--- src/rtl/idle_gen_pkg.sv ---
package idle_gen_pkg;

    localparam int unsigned UNIT_W = 8;
    localparam int unsigned IDX_W  = $clog2(UNIT_W);

    typedef enum logic [1:0] {
        MODE_ASYNC = 2'b00,
        MODE_CHAR  = 2'b01,
        MODE_BITO  = 2'b10,
        MODE_SPARE = 2'b11
    } tx_mode_e;

    typedef enum logic [2:0] {
        SEL_DEFAULT = 3'b000,
        SEL_ALT01   = 3'b001,
        SEL_ZEROS   = 3'b010,
        SEL_ONES    = 3'b011,
        SEL_RSVD    = 3'b100,
        SEL_ALT_MS  = 3'b101,
        SEL_SPACE   = 3'b110,
        SEL_MARK    = 3'b111
    } idle_sel_e;

    typedef enum logic [1:0] {
        ST_OFF    = 2'b00,
        ST_FIRST  = 2'b01,
        ST_REPEAT = 2'b10
    } idle_state_e;

    // One pattern unit: bits sent LSB first, index of the last bit, bypass flag
    typedef struct packed {
        logic [UNIT_W-1:0] bits;
        logic [IDX_W-1:0]  last_idx;
        logic              direct;
    } unit_t;

endpackage

--- src/rtl/idle_unit_sel.sv ---
module idle_unit_sel
    import idle_gen_pkg::*;
#(
    parameter logic [UNIT_W-1:0] FLAG_PAT = 8'h7E
) (
    input  logic [1:0]        tx_mode,
    input  logic [UNIT_W-1:0] sync_char,
    input  logic [2:0]        idle_sel,
    output unit_t             unit_o
);

    localparam logic [IDX_W-1:0]  IDX_SINGLE = IDX_W'(0);
    localparam logic [IDX_W-1:0]  IDX_PAIR   = IDX_W'(1);
    localparam logic [IDX_W-1:0]  IDX_FULL   = IDX_W'(UNIT_W - 1);
    localparam logic [UNIT_W-1:0] PAT_LOHI   = {(UNIT_W/2){2'b10}};
    localparam logic [UNIT_W-1:0] PAT_HILO   = {(UNIT_W/2){2'b01}};

    unit_t dflt;

    // Protocol filler used between messages
    always_comb begin
        dflt.bits     = '1;
        dflt.last_idx = IDX_SINGLE;
        dflt.direct   = 1'b0;
        unique case (tx_mode_e'(tx_mode))
            MODE_CHAR: begin
                dflt.bits     = sync_char;
                dflt.last_idx = IDX_FULL;
            end
            MODE_BITO: begin
                dflt.bits     = FLAG_PAT;
                dflt.last_idx = IDX_FULL;
            end
            MODE_ASYNC, MODE_SPARE: begin
                dflt.bits     = '1;
                dflt.last_idx = IDX_SINGLE;
            end
        endcase
    end

    always_comb begin
        unit_o = dflt;
        unique case (idle_sel_e'(idle_sel))
            SEL_DEFAULT, SEL_RSVD: unit_o = dflt;
            SEL_ALT01: begin
                unit_o.bits     = PAT_LOHI;
                unit_o.last_idx = IDX_PAIR;
                unit_o.direct   = 1'b0;
            end
            SEL_ZEROS: begin
                unit_o.bits     = '0;
                unit_o.last_idx = IDX_SINGLE;
                unit_o.direct   = 1'b0;
            end
            SEL_ONES: begin
                unit_o.bits     = '1;
                unit_o.last_idx = IDX_SINGLE;
                unit_o.direct   = 1'b0;
            end
            SEL_ALT_MS: begin
                unit_o.bits     = PAT_HILO;
                unit_o.last_idx = IDX_PAIR;
                unit_o.direct   = 1'b1;
            end
            SEL_SPACE: begin
                unit_o.bits     = '0;
                unit_o.last_idx = IDX_SINGLE;
                unit_o.direct   = 1'b1;
            end
            SEL_MARK: begin
                unit_o.bits     = '1;
                unit_o.last_idx = IDX_SINGLE;
                unit_o.direct   = 1'b1;
            end
        endcase
    end

endmodule

--- src/rtl/idle_unit_shift.sv ---
module idle_unit_shift
    import idle_gen_pkg::*;
(
    input  logic  clk,
    input  logic  rst_n,
    input  logic  load,
    input  logic  advance,
    input  unit_t unit_in,
    output logic  bit_out,
    output logic  direct_out,
    output logic  at_last
);

    logic [UNIT_W-1:0] sh_q;
    logic [IDX_W-1:0]  idx_q;
    logic              dir_q;

    always_ff @(posedge clk or negedge rst_n) begin
        if (!rst_n) begin
            sh_q  <= '1;
            idx_q <= '0;
            dir_q <= 1'b0;
        end else if (load) begin
            sh_q  <= unit_in.bits;
            idx_q <= unit_in.last_idx;
            dir_q <= unit_in.direct;
        end else if (advance) begin
            sh_q  <= {1'b1, sh_q[UNIT_W-1:1]};
            idx_q <= idx_q - 1'b1;
        end
    end

    assign bit_out    = sh_q[0];
    assign direct_out = dir_q;
    assign at_last    = (idx_q == '0);

    // a shift never runs past the end of the unit
    p_no_wrap_r2: assert property (@(posedge clk) disable iff (!rst_n)
        advance |-> (idx_q != '0));

    // reload and shift are never requested together
    p_load_excl_r2: assert property (@(posedge clk) disable iff (!rst_n)
        !(load && advance));

endmodule

--- src/rtl/idle_line_gen.sv ---
module idle_line_gen
    import idle_gen_pkg::*;
#(
    parameter logic [UNIT_W-1:0] FLAG_PAT = 8'h7E
) (
    input  logic              clk,
    input  logic              rst_n,
    input  logic              idle_req,
    input  logic              bit_en,
    input  logic [1:0]        tx_mode,
    input  logic [UNIT_W-1:0] sync_char,
    input  logic [2:0]        idle_sel,
    output logic              tx_bit,
    output logic              line_direct,
    output logic              idle_valid,
    output logic              idle_sent
);

    idle_state_e state_q, state_d;
    logic        sent_q, sent_d;
    logic        load, advance;
    unit_t       next_unit;
    logic        sh_bit, sh_direct, sh_last;

    idle_unit_sel #(.FLAG_PAT(FLAG_PAT)) u_sel (
        .tx_mode   (tx_mode),
        .sync_char (sync_char),
        .idle_sel  (idle_sel),
        .unit_o    (next_unit)
    );

    idle_unit_shift u_shift (
        .clk        (clk),
        .rst_n      (rst_n),
        .load       (load),
        .advance    (advance),
        .unit_in    (next_unit),
        .bit_out    (sh_bit),
        .direct_out (sh_direct),
        .at_last    (sh_last)
    );

    // State register
    always_ff @(posedge clk or negedge rst_n) begin
        if (!rst_n) begin
            state_q <= ST_OFF;
            sent_q  <= 1'b0;
        end else begin
            state_q <= state_d;
            sent_q  <= sent_d;
        end
    end

    // Transitions: ENTER, FIRST_DONE, WRAP, LEAVE
    always_comb begin
        state_d = state_q;
        sent_d  = 1'b0;
        load    = 1'b0;
        advance = 1'b0;
        unique case (state_q)
            ST_OFF: begin
                if (idle_req) begin
                    load    = 1'b1;
                    state_d = ST_FIRST;
                end
            end
            ST_FIRST, ST_REPEAT: begin
                if (!idle_req) begin
                    state_d = ST_OFF;
                end else if (bit_en) begin
                    if (sh_last) begin
                        load = 1'b1;
                        if (state_q == ST_FIRST) begin
                            sent_d  = 1'b1;
                            state_d = ST_REPEAT;
                        end
                    end else begin
                        advance = 1'b1;
                    end
                end
            end
            default: state_d = ST_OFF;
        endcase
    end

    // Outputs
    always_comb begin
        idle_valid  = (state_q != ST_OFF);
        tx_bit      = idle_valid ? sh_bit : 1'b1;
        line_direct = idle_valid ? sh_direct : 1'b0;
        idle_sent   = sent_q;
    end

    p_sent_pulse_r8: assert property (@(posedge clk) disable iff (!rst_n)
        idle_sent |=> !idle_sent);

    p_sent_in_idle_r8: assert property (@(posedge clk) disable iff (!rst_n)
        idle_sent |-> idle_valid);

    p_no_sent_on_entry_r8: assert property (@(posedge clk) disable iff (!rst_n)
        $rose(idle_valid) |-> !idle_sent);

    p_leave_r1: assert property (@(posedge clk) disable iff (!rst_n)
        !idle_req |=> (!idle_valid && tx_bit && !line_direct));

    p_hold_r2: assert property (@(posedge clk) disable iff (!rst_n)
        (idle_valid && idle_req && !bit_en) |=> ($stable(tx_bit) && $stable(line_direct)));

endmodule

--- config.mk ---
export PLATFORM = sky130hd
export DESIGN_NAME = idle_line_gen
export DESIGN_NICKNAME = d
export VERILOG_FILES = /design/src/rtl/idle_gen_pkg.sv /design/src/rtl/idle_unit_sel.sv /design/src/rtl/idle_unit_shift.sv /design/src/rtl/idle_line_gen.sv
export SDC_FILE = /design/constraint.sdc
export NUM_CORES = 1
export LEC_CHECK = 0
export ABC_AREA = 1
export BUFFER_PORTS_ARGS = -buffer_cell sky130_fd_sc_hd__buf_2
export CAP_MARGIN = 25
export CORE_ASPECT_RATIO = 1.1
export CORE_MARGIN = 2
export CORE_UTILIZATION = 45
export DETAILED_ROUTE_END_ITERATION = 10
export PLACE_DENSITY = 0.71
export SLEW_MARGIN = 20
export SYNTH_ARGS = -nofsm -noshare
export SYNTH_HDL_FRONTEND = slang
export SYNTH_SLANG_ARGS = --single-unit
--- constraint.sdc ---
create_clock -name clk -period 1.9 [get_ports clk]
set_clock_uncertainty 0.1 [all_clocks]
set_input_delay 0.285 -clock clk [delete_from_list [all_inputs] [get_ports clk]]
set_output_delay 0.285 -clock clk [all_outputs]
set_load 0.02 [all_outputs]
## Word level (Yosys, flattened, before mapping)

Index checks and enable logic that the tools add are counted.

| word-level totals | value |
|---|---|
| flip-flop bits (word level) | 15 |
| input port bits | 17 |
| output and inout bits | 4 |
| word-level logic and storage cells | 60 |

| cells by class | value |
|---|---|
| add/sub/neg operators | 1 |
| eq/ne operators | 16 |
| muxes and demuxes | 28 |
| reduce and logical (&&, ||, !) cells | 10 |

Operators with widths:

| operator | number |
|---|---|
| 12-bit case mux with 7 select lines | 1 |
| 11-bit case mux with 3 select lines | 1 |
| 8-bit 2-to-1 mux | 2 |
| 1-bit 2-to-1 mux | 15 |
| 3-bit equality test, second input constant | 4 |
| 2-bit 2-to-1 mux | 5 |
| 3-bit != test, second input constant | 3 |
| 2-bit equality test, second input constant | 3 |
| 3-bit by 2-bit equality test with 1-bit output, second input constant | 2 |
| 3-bit logical NOT | 2 |
| 3-bit 2-to-1 mux | 2 |
| 2-bit OR reduction | 3 |
| 2-bit by 1-bit equality test with 1-bit output, second input constant | 2 |
| 2-bit logical NOT | 2 |
| 2-bit case mux with 2 select lines | 1 |
| 4-bit AND reduction | 1 |
| 2-bit nonzero test | 2 |
| 3-bit by 1-bit equality test with 1-bit output, second input constant | 1 |
| 3-bit by 1-bit subtractor with 3-bit output, second input constant | 1 |
| 2-bit != test, second input constant | 1 |
| 1-bit case mux with 2 select lines | 1 |

## Depth between registers and ports, before layout

Gate-level depths: netlist of run 1.

| logic depth | value |
|---|---|
| depth in word-level cells | 7 |
| depth in mapped cells | 9 |
| mapped depth without buffers | 9 |

## By module

From an unflattened synthesis of run 1, not the netlist that was laid out.

| second synthesis, totals | value |
|---|---|
| cell total of the unflattened synthesis | 133 |
| area, all modules | 1,041.0 um^2 |

By module, submodules not included:

| module | instances | cells an instance | area an instance (um^2) | seq. area each (um^2) |
|---|---|---|---|---|
| idle_unit_shift | 1 | 69 | 659.4 | 310.3 |
| idle_line_gen | 1 | 31 | 225.2 | 75.1 |
| idle_unit_sel | 1 | 33 | 156.4 | 0.0 |

## Least setup slack after synthesis of run 1

No wires, ideal clock.

| path | value |
|---|---|
| path type | register -> register |
| start | register state_q[0] |
| end | register u_shift.idx_q[0] |
| setup time | 0.122 ns |
| arrival | 1.329 ns |
| required time | 1.678 ns |
| path slack | 0.349 ns |
| cell stages (with the launch flop) | 9 |
| buffers on the path | 1 |
| period minus slack after synthesis | 1.551 ns |
| path through | dfrtp_1 -> inv_1 -> ha_1 -> nand3_2 -> o21ai_4 -> nand2_4 -> buf_6 -> nand2_1 -> o21ai_1 |

| between the ends | value |
|---|---|
| cells in the longest elaborated chain, start to end | 4 |
| elaborated cells between the ends (all ways) | 8 |
| classes of those cells | 2 x eq/ne; 3 x mux; 3 x reduce/logical |

RTL lines:

| element | RTL line | RTL |
|---|---|---|
| start: declaration | idle_line_gen.sv:19 | `idle_state_e state_q, state_d;` |
| start signal: assignment | idle_line_gen.sv:49 | `state_q <= state_d;` |
| 2-bit by 1-bit equality test with 1-bit output / 2-bit equality test (equally long branches) | idle_line_gen.sv:60 | `unique case (state_q)` |
| 2-bit OR reduction | idle_line_gen.sv:60 |  |
| 1-bit case mux with 2 select lines / 1-bit 2-to-1 mux (equally long branches) | idle_line_gen.sv:60 |  |
| 3-bit 2-to-1 mux / 2-bit nonzero test (equally long branches) | -- |  |
| end signal: assignment | idle_unit_shift.sv:25 | `idx_q <= unit_in.last_idx;` |
| end signal: assignment | idle_unit_shift.sv:29 | `idx_q <= idx_q - 1'b1;` |
| end: declaration | idle_unit_shift.sv:15 | `logic [IDX_W-1:0] idx_q;` |

Parallel ways exist; a longest one is shown, timed or not.
A chain may end at the register's enable or synchronous reset.

## Worst setup path after layout of run 1

| path | value |
|---|---|
| start | register state_q[1] |
| end | output port tx_bit |

| between the ends | value |
|---|---|
| cells in the longest elaborated chain, start to end | 2 |

RTL lines:

| element | RTL line | RTL |
|---|---|---|
| 2-bit nonzero test | idle_line_gen.sv:88 | `idle_valid = (state_q != ST_OFF);` |
| 1-bit 2-to-1 mux | idle_line_gen.sv:89 | `tx_bit = idle_valid ? sh_bit : 1'b1;` |
| end: declaration | idle_line_gen.sv:13 | `output logic tx_bit,` |

No other way between the ends.

==> results of run 1 <==
registers in the layout, summed over array words and instances (netlist names):
| signal | flops |
|---|---|
| u_shift.sh_q | 8 |
| u_shift.direct_out | 1 |
| state_q | 2 |
| u_shift.idx_q | 3 |
| idle_sent | 1 |
power by group through the flow:
stage,Combinational [uW],Sequential (uW),Clock [uW]
floorplan,788,618,0
global placement,948,620,0
detailed placement,983,628,0
CTS,993,621,192
global route,1230,632,206
finish,1050,615,186
per-layer routing:
layer | GRT usage (%) | wire length (um) | up-vias
met5 | 0 | 0 | -
met4 | 9.72 | 31 | 0
li1 | - | - | 503
met1 | 22.5 | 987 | 426
met3 | 2.73 | 72 | 4
met2 | 33.8 | 1070 | 23
metrics by stage:
stage | util (%) | total power, uW | hold WS (ns)
floorplan | - | 1410 | -0.111
global placement | 52.5 | 1570 | 0.110
detailed placement | 52.5 | 1610 | 0.112
CTS | 54.2 | 1810 | 0.157
global route | 55.6 | 2070 | 0.216
finish | 55.6 | 1850 | 0.165
worst paths after layout:
| kind | endpoint | depth (start not counted) |
|---|---|---|
| max in group asynchronous | u_shift.sh_q[2] | 2 |
| min | u_shift.direct_out | 3 |
| max | tx_bit | 4 |
| min reg2reg | u_shift.sh_q[5] | 2 |
| max reg2reg | u_shift.sh_q[7] | 9 |
| min in group asynchronous | u_shift.idx_q[0] | 2 |
cells by family (layout without fill, tap and decap cells):
logic type,count (synthesis),after routing
xor gates and xnor gates,2,2
adders and majority gates,7,7
buffers and inverters,25,51
and+or+nand+nor,72,72
DFF,15,15
AOI/OAI and AO/OA,22,22
placed cells by master, fill, tap and decap left out, drive strengths merged:
cell / n
inv: 23
ha: 7
nor2: 17
nand4: 3
nand3: 11
or2: 1
clkbuf: 4
dlygate4sd3: 1
buf: 23
xor2: 2
dfstp: 8
o21ai: 20
a21oi: 2
dfrtp: 7
nand2: 40
area by class of cell:
| class | instances | area share (%) |
|---|---|---|
| tap | 30 | 3.03 |
| timing repair buffer | 24 | 10.7 |
| inverter | 23 | 7.16 |
| sequential | 15 | 31.1 |
| multi-input combinational | 103 | 45.9 |
| clock buffer | 4 | 2.12 |
timing repair:
item                                    in CTS  in global routing
gates resized for setup                      0                  2
endpoints found under the setup margin       0                  5
hold buffers                                 1                  0
hold endpoints to repair                     7                  0
setup buffers                                0                  3
critical path, stage by stage, from the launching register on:
cell and delay (ns):
dfrtp_1 0.36, inv_1 0.08, ha_1 0.23, or2_2 0.29
buf_2 0.16
==> metrics.txt, run 1 <==
worst-skew pair later-pin latency 0.28 ns; CP startpoint state_q[1]; Multi-input gate area 569 um2; die area 0.00275 mm2; switching pwr 842 uW; GPL Wtd Cong 0.840; Root Buffer clkbuf_4; CP arrival 1.41 ns; share of layout cells above drive strength 1 27.8%; Iter 0 DRT Violations 14; DRC viols 0; DR WL/cell 10.8 um; CTS tree built; port bufs 20; top area cells in the synthesized netlist dfstp_2 20%, dfrtp_1 17%, nand2_1 14%; setup TNS 0 ns; Die X 50.2 um; Post-synth EDFFs 0; RSZ-0062 raised after global routing false; most instantiated cells after synthesis 38 x nand2_1, 21 x inv_1, 17 x o21ai_0; Routed Wire Length 2160 um; post-synthesis mux area share 0%; critical path launch point type register; clock-pin slew on the worst setup and hold paths 0.09 ns; Worst R2R Setup Slack 0.18 ns; Seq/Total Area, Yosys 36.5%; worst slack at placement 0.158 ns; ys flop type dfstp_2; VDD IR max 0.884 mV; Max transition margin 68.4%; Fin. Hold Viols 0; YS warnings 0; Final Max Tran Viols 0; Hold Startpoint idle_sel[2]; Pint 1010 uW; max-cap viol count 0; crit path capture type primary output; Nets 194; Ports 21; Synth Area in Adders 8.29%; Compound-Gate Fraction of Synth Area 11.5%; Synth Register Bits 15; static leakage 0.000670 uW; Rows 18; Synth top area share 19.9%; vias in the first global route 920; Combinational Power Share 56.8%; # setup viols final 0; run status finished clean; simple logic cell fraction of the synthesized area 31.6%; fmax 559 MHz; most frequent cell after synthesis nand2_1; initial antenna violation count 0; post-route ant nets 0; Placed Cells 191; origin of the critical flop-to-flop path state_q[1]; H-tree depth 1; largest net degree at the start of global routing 20; GR Overflow Total 0; synthesized area 0.00106 mm2; Finished Layout Cells 199; synth unique cells 22; CTS max path bufs 2; synthesized area per cell 7.38 um2; first-pass GRT wire length 3910 um; clock tree sinks 15; area grow syn2layout 17.4%; core area 0.00223 mm2; GRT Util Overall 19.0%; Die Y 54.8 um; Crit Path Max Fanout 4; Hold WC Path Type input port to register; sw frac 45.4%; final setup margin 0.110 ns; Data required, critical path 1.51 ns; dpl cell area 0.00117 mm2; HPWL after DPL 1690 um; Fillers 217; Starting Density 47.4%; CTS Buf Count 3; worst slew pin tran 0.469 ns; register area 385 um2; crit share post-route 94.2%; drt first pass iters 4; Seq pwr share 33.2%; Mapped Cells 143; largest family of logic cells by synthesized area simple AND/OR/NAND/NOR gates; Tmin final 1.79 ns; antenna cells 0; crit path kind register to primary output; xor and xnor area share after synthesis 1.66%; Via density 4.80; pwr dens 1500 mW/mm2; Async S/R FF share, synth 100%; clock network power share 10.0%; vias post-DR 956; Synth Net Count 167; cell taking the most area after synthesis dfstp_2; Final Cell Area 0.00124 mm2
Note: power is estimated with default switching activity, not from simulation.
==> inputs of run 2 (changes only) <==
Settings changed: CORE_MARGIN 2 to 5.
==> metrics.txt, run 2 (synthesis gave the netlist of run 1 again) <==
Nets 191 (-1.5%); Max transition margin 64.5% (-3.9 points); CTS tree built; CP max stage delay 0.39 ns (+0.03 ns); max-cap viol count 0 (unchanged); Worst R2R Setup Slack 0.13 ns (-0.05 ns); share of layout cells above drive strength 1 27.1% (-0.70 points); Largest register FFs 8 (unchanged); commonest non-fill, non-tap cells in the layout 38 x nand2_1, 21 x inv_1, 20 x buf_2; Data required, critical path 1.51 ns (about the same); largest net degree at the start of global routing 20 (unchanged); fmax 558 MHz (about the same); H-tree depth 1 (unchanged); worst slack at placement 0.168 ns (+0.00958 ns); dpl cell area 0.00117 mm2 (unchanged); antenna cells 0 (unchanged); drt first pass iters 4 (unchanged); Root Buffer clkbuf_4; clock tree sinks 15 (unchanged); CP arrival 1.41 ns (about the same); Hold WC Path Type input port to register; port bufs 20 (unchanged); worst slew pin tran 0.526 ns (+0.0576 ns); slowest CP cell dfrtp_1; static leakage 0.000654 uW (-2.4%); Final Max Tran Viols 0 (unchanged); Ports 21 (unchanged); final setup margin 0.109 ns (-0.00113 ns); commonest non-fill, non-tap cell in the layout nand2_1; Final Cell Area 0.00122 mm2 (-1.7%); setup TNS 0 ns (unchanged); initial antenna violation count 0 (unchanged); die area 0.00342 mm2 (+24%); crit path capture type primary output; RSZ-0062 raised after global routing false; Starting Density 46.9% (-0.47 points); Final Util 54.1% (-1.5 points); Via density 4.86 (+1.2%); Fin. Hold Viols 0 (unchanged); WHS 0.162 ns (-0.00322 ns); critical path, cell by cell inv_1 -> ha_2 -> or2_2 -> buf_2; critical path launch point type register; post-route ant nets 0 (unchanged); Die Y 60.8 um (+11%); GR Overflow Total 0 (unchanged); DR WL/cell 10.6 um (-2.7%); Largest regs u_shift.sh_q x8, u_shift.idx_q x3, state_q x2; GPL Wtd Cong 0.764 (-9.1%); GRT Util Overall 14.6% (-4.4 points); DRC viols 0 (unchanged); HPWL after DPL 1660 um (-1.8%); Die X 56.2 um (+12%); crit path kind register to primary output; # setup viols final 0 (unchanged); Fillers 223 (+2.8%); first-pass GRT wire length 3900 um (-0.18%); Routed Wire Length 2070 um (-4.1%); Iter 0 DRT Violations 27 (+13); Rows 18 (unchanged); crit share post-route 94.3% (about the same); area grow syn2layout 15.4%; vias post-DR 953 (-0.31%); pwr dens 1470 mW/mm2 (-1.5%); Crit Path Max Fanout 4 (unchanged); post-CTS setup buffer count 0 (unchanged); core area 0.00225 mm2 (+1.0%); Reg with most FFs u_shift.sh_q; clock-pin slew on the worst setup and hold paths 0.09 ns (about the same); Tmin final 1.79 ns (+0.00113 ns); VDD IR max 0.764 mV (-14%); CTS Buf Count 3 (unchanged); vias in the first global route 942 (+2.4%); CTS max path bufs 2 (unchanged); worst-skew pair later-pin latency 0.28 ns (about the same); run status finished clean
==> run 2: area by class of cell <==
cell class	count	area (um2)	area share, %
well taps	30	37.5	3.08
clock buffers	4	26.3	2.16
inverters	23	87.6	7.19
repair buffers	21	110	9.03
flip-flops and latches	15	385	31.6
multi-input cells	103	572	46.9
==> run 2: repair_timing <==
item / 4_1_cts / 5_1_grt
setup endpoints to repair: 0 / 1
hold endpoints to repair: 7 / 0
hold buffers: 1 / 0
gates resized for setup: 0 / 2
==> run 2: path summary, 6_finish.rpt <==
check                                     end  depth (start not counted)            start
setup reg to reg              u_shift.sh_q[7]                          9       state_q[0]
hold reg to reg               u_shift.sh_q[5]                          2  u_shift.sh_q[5]
setup / recovery                       tx_bit                          4       state_q[0]
min in group asynchronous    u_shift.idx_q[0]                          2            rst_n
hold / removal             u_shift.direct_out                          3      idle_sel[2]
max in group asynchronous     u_shift.sh_q[3]                          2            rst_n
==> run 2: routing by layer <==
metal	wire length, um	global-route usage [%]	vias up
met5	0	0	-
li1	-	-	498
met4	45	8.14	0
met3	92	2.13	4
met1	967	17.7	426
met2	962	25.4	25
==> run 2: worst max-delay path, delay by kind of cell (launching register included) <==
kind          cells  cell delay, ns
simple gates      1            0.28
fa+ha+maj         1            0.21
flops             1            0.39
buf+inv           2            0.25
==> run 2: where the power goes <==
part           total, uW  internal [uW]  switching, uW
clock network        183           81.5            102
registers            618            542           76.2
logic                994            354            640
total               1800            977            818
==> run 2: through the flow <==
step	cells	power [uW]
floorplan	143	1410
global placement	191	1570
detailed placement	191	1600
CTS	196	1800
global route	196	2010
finish	196	1800
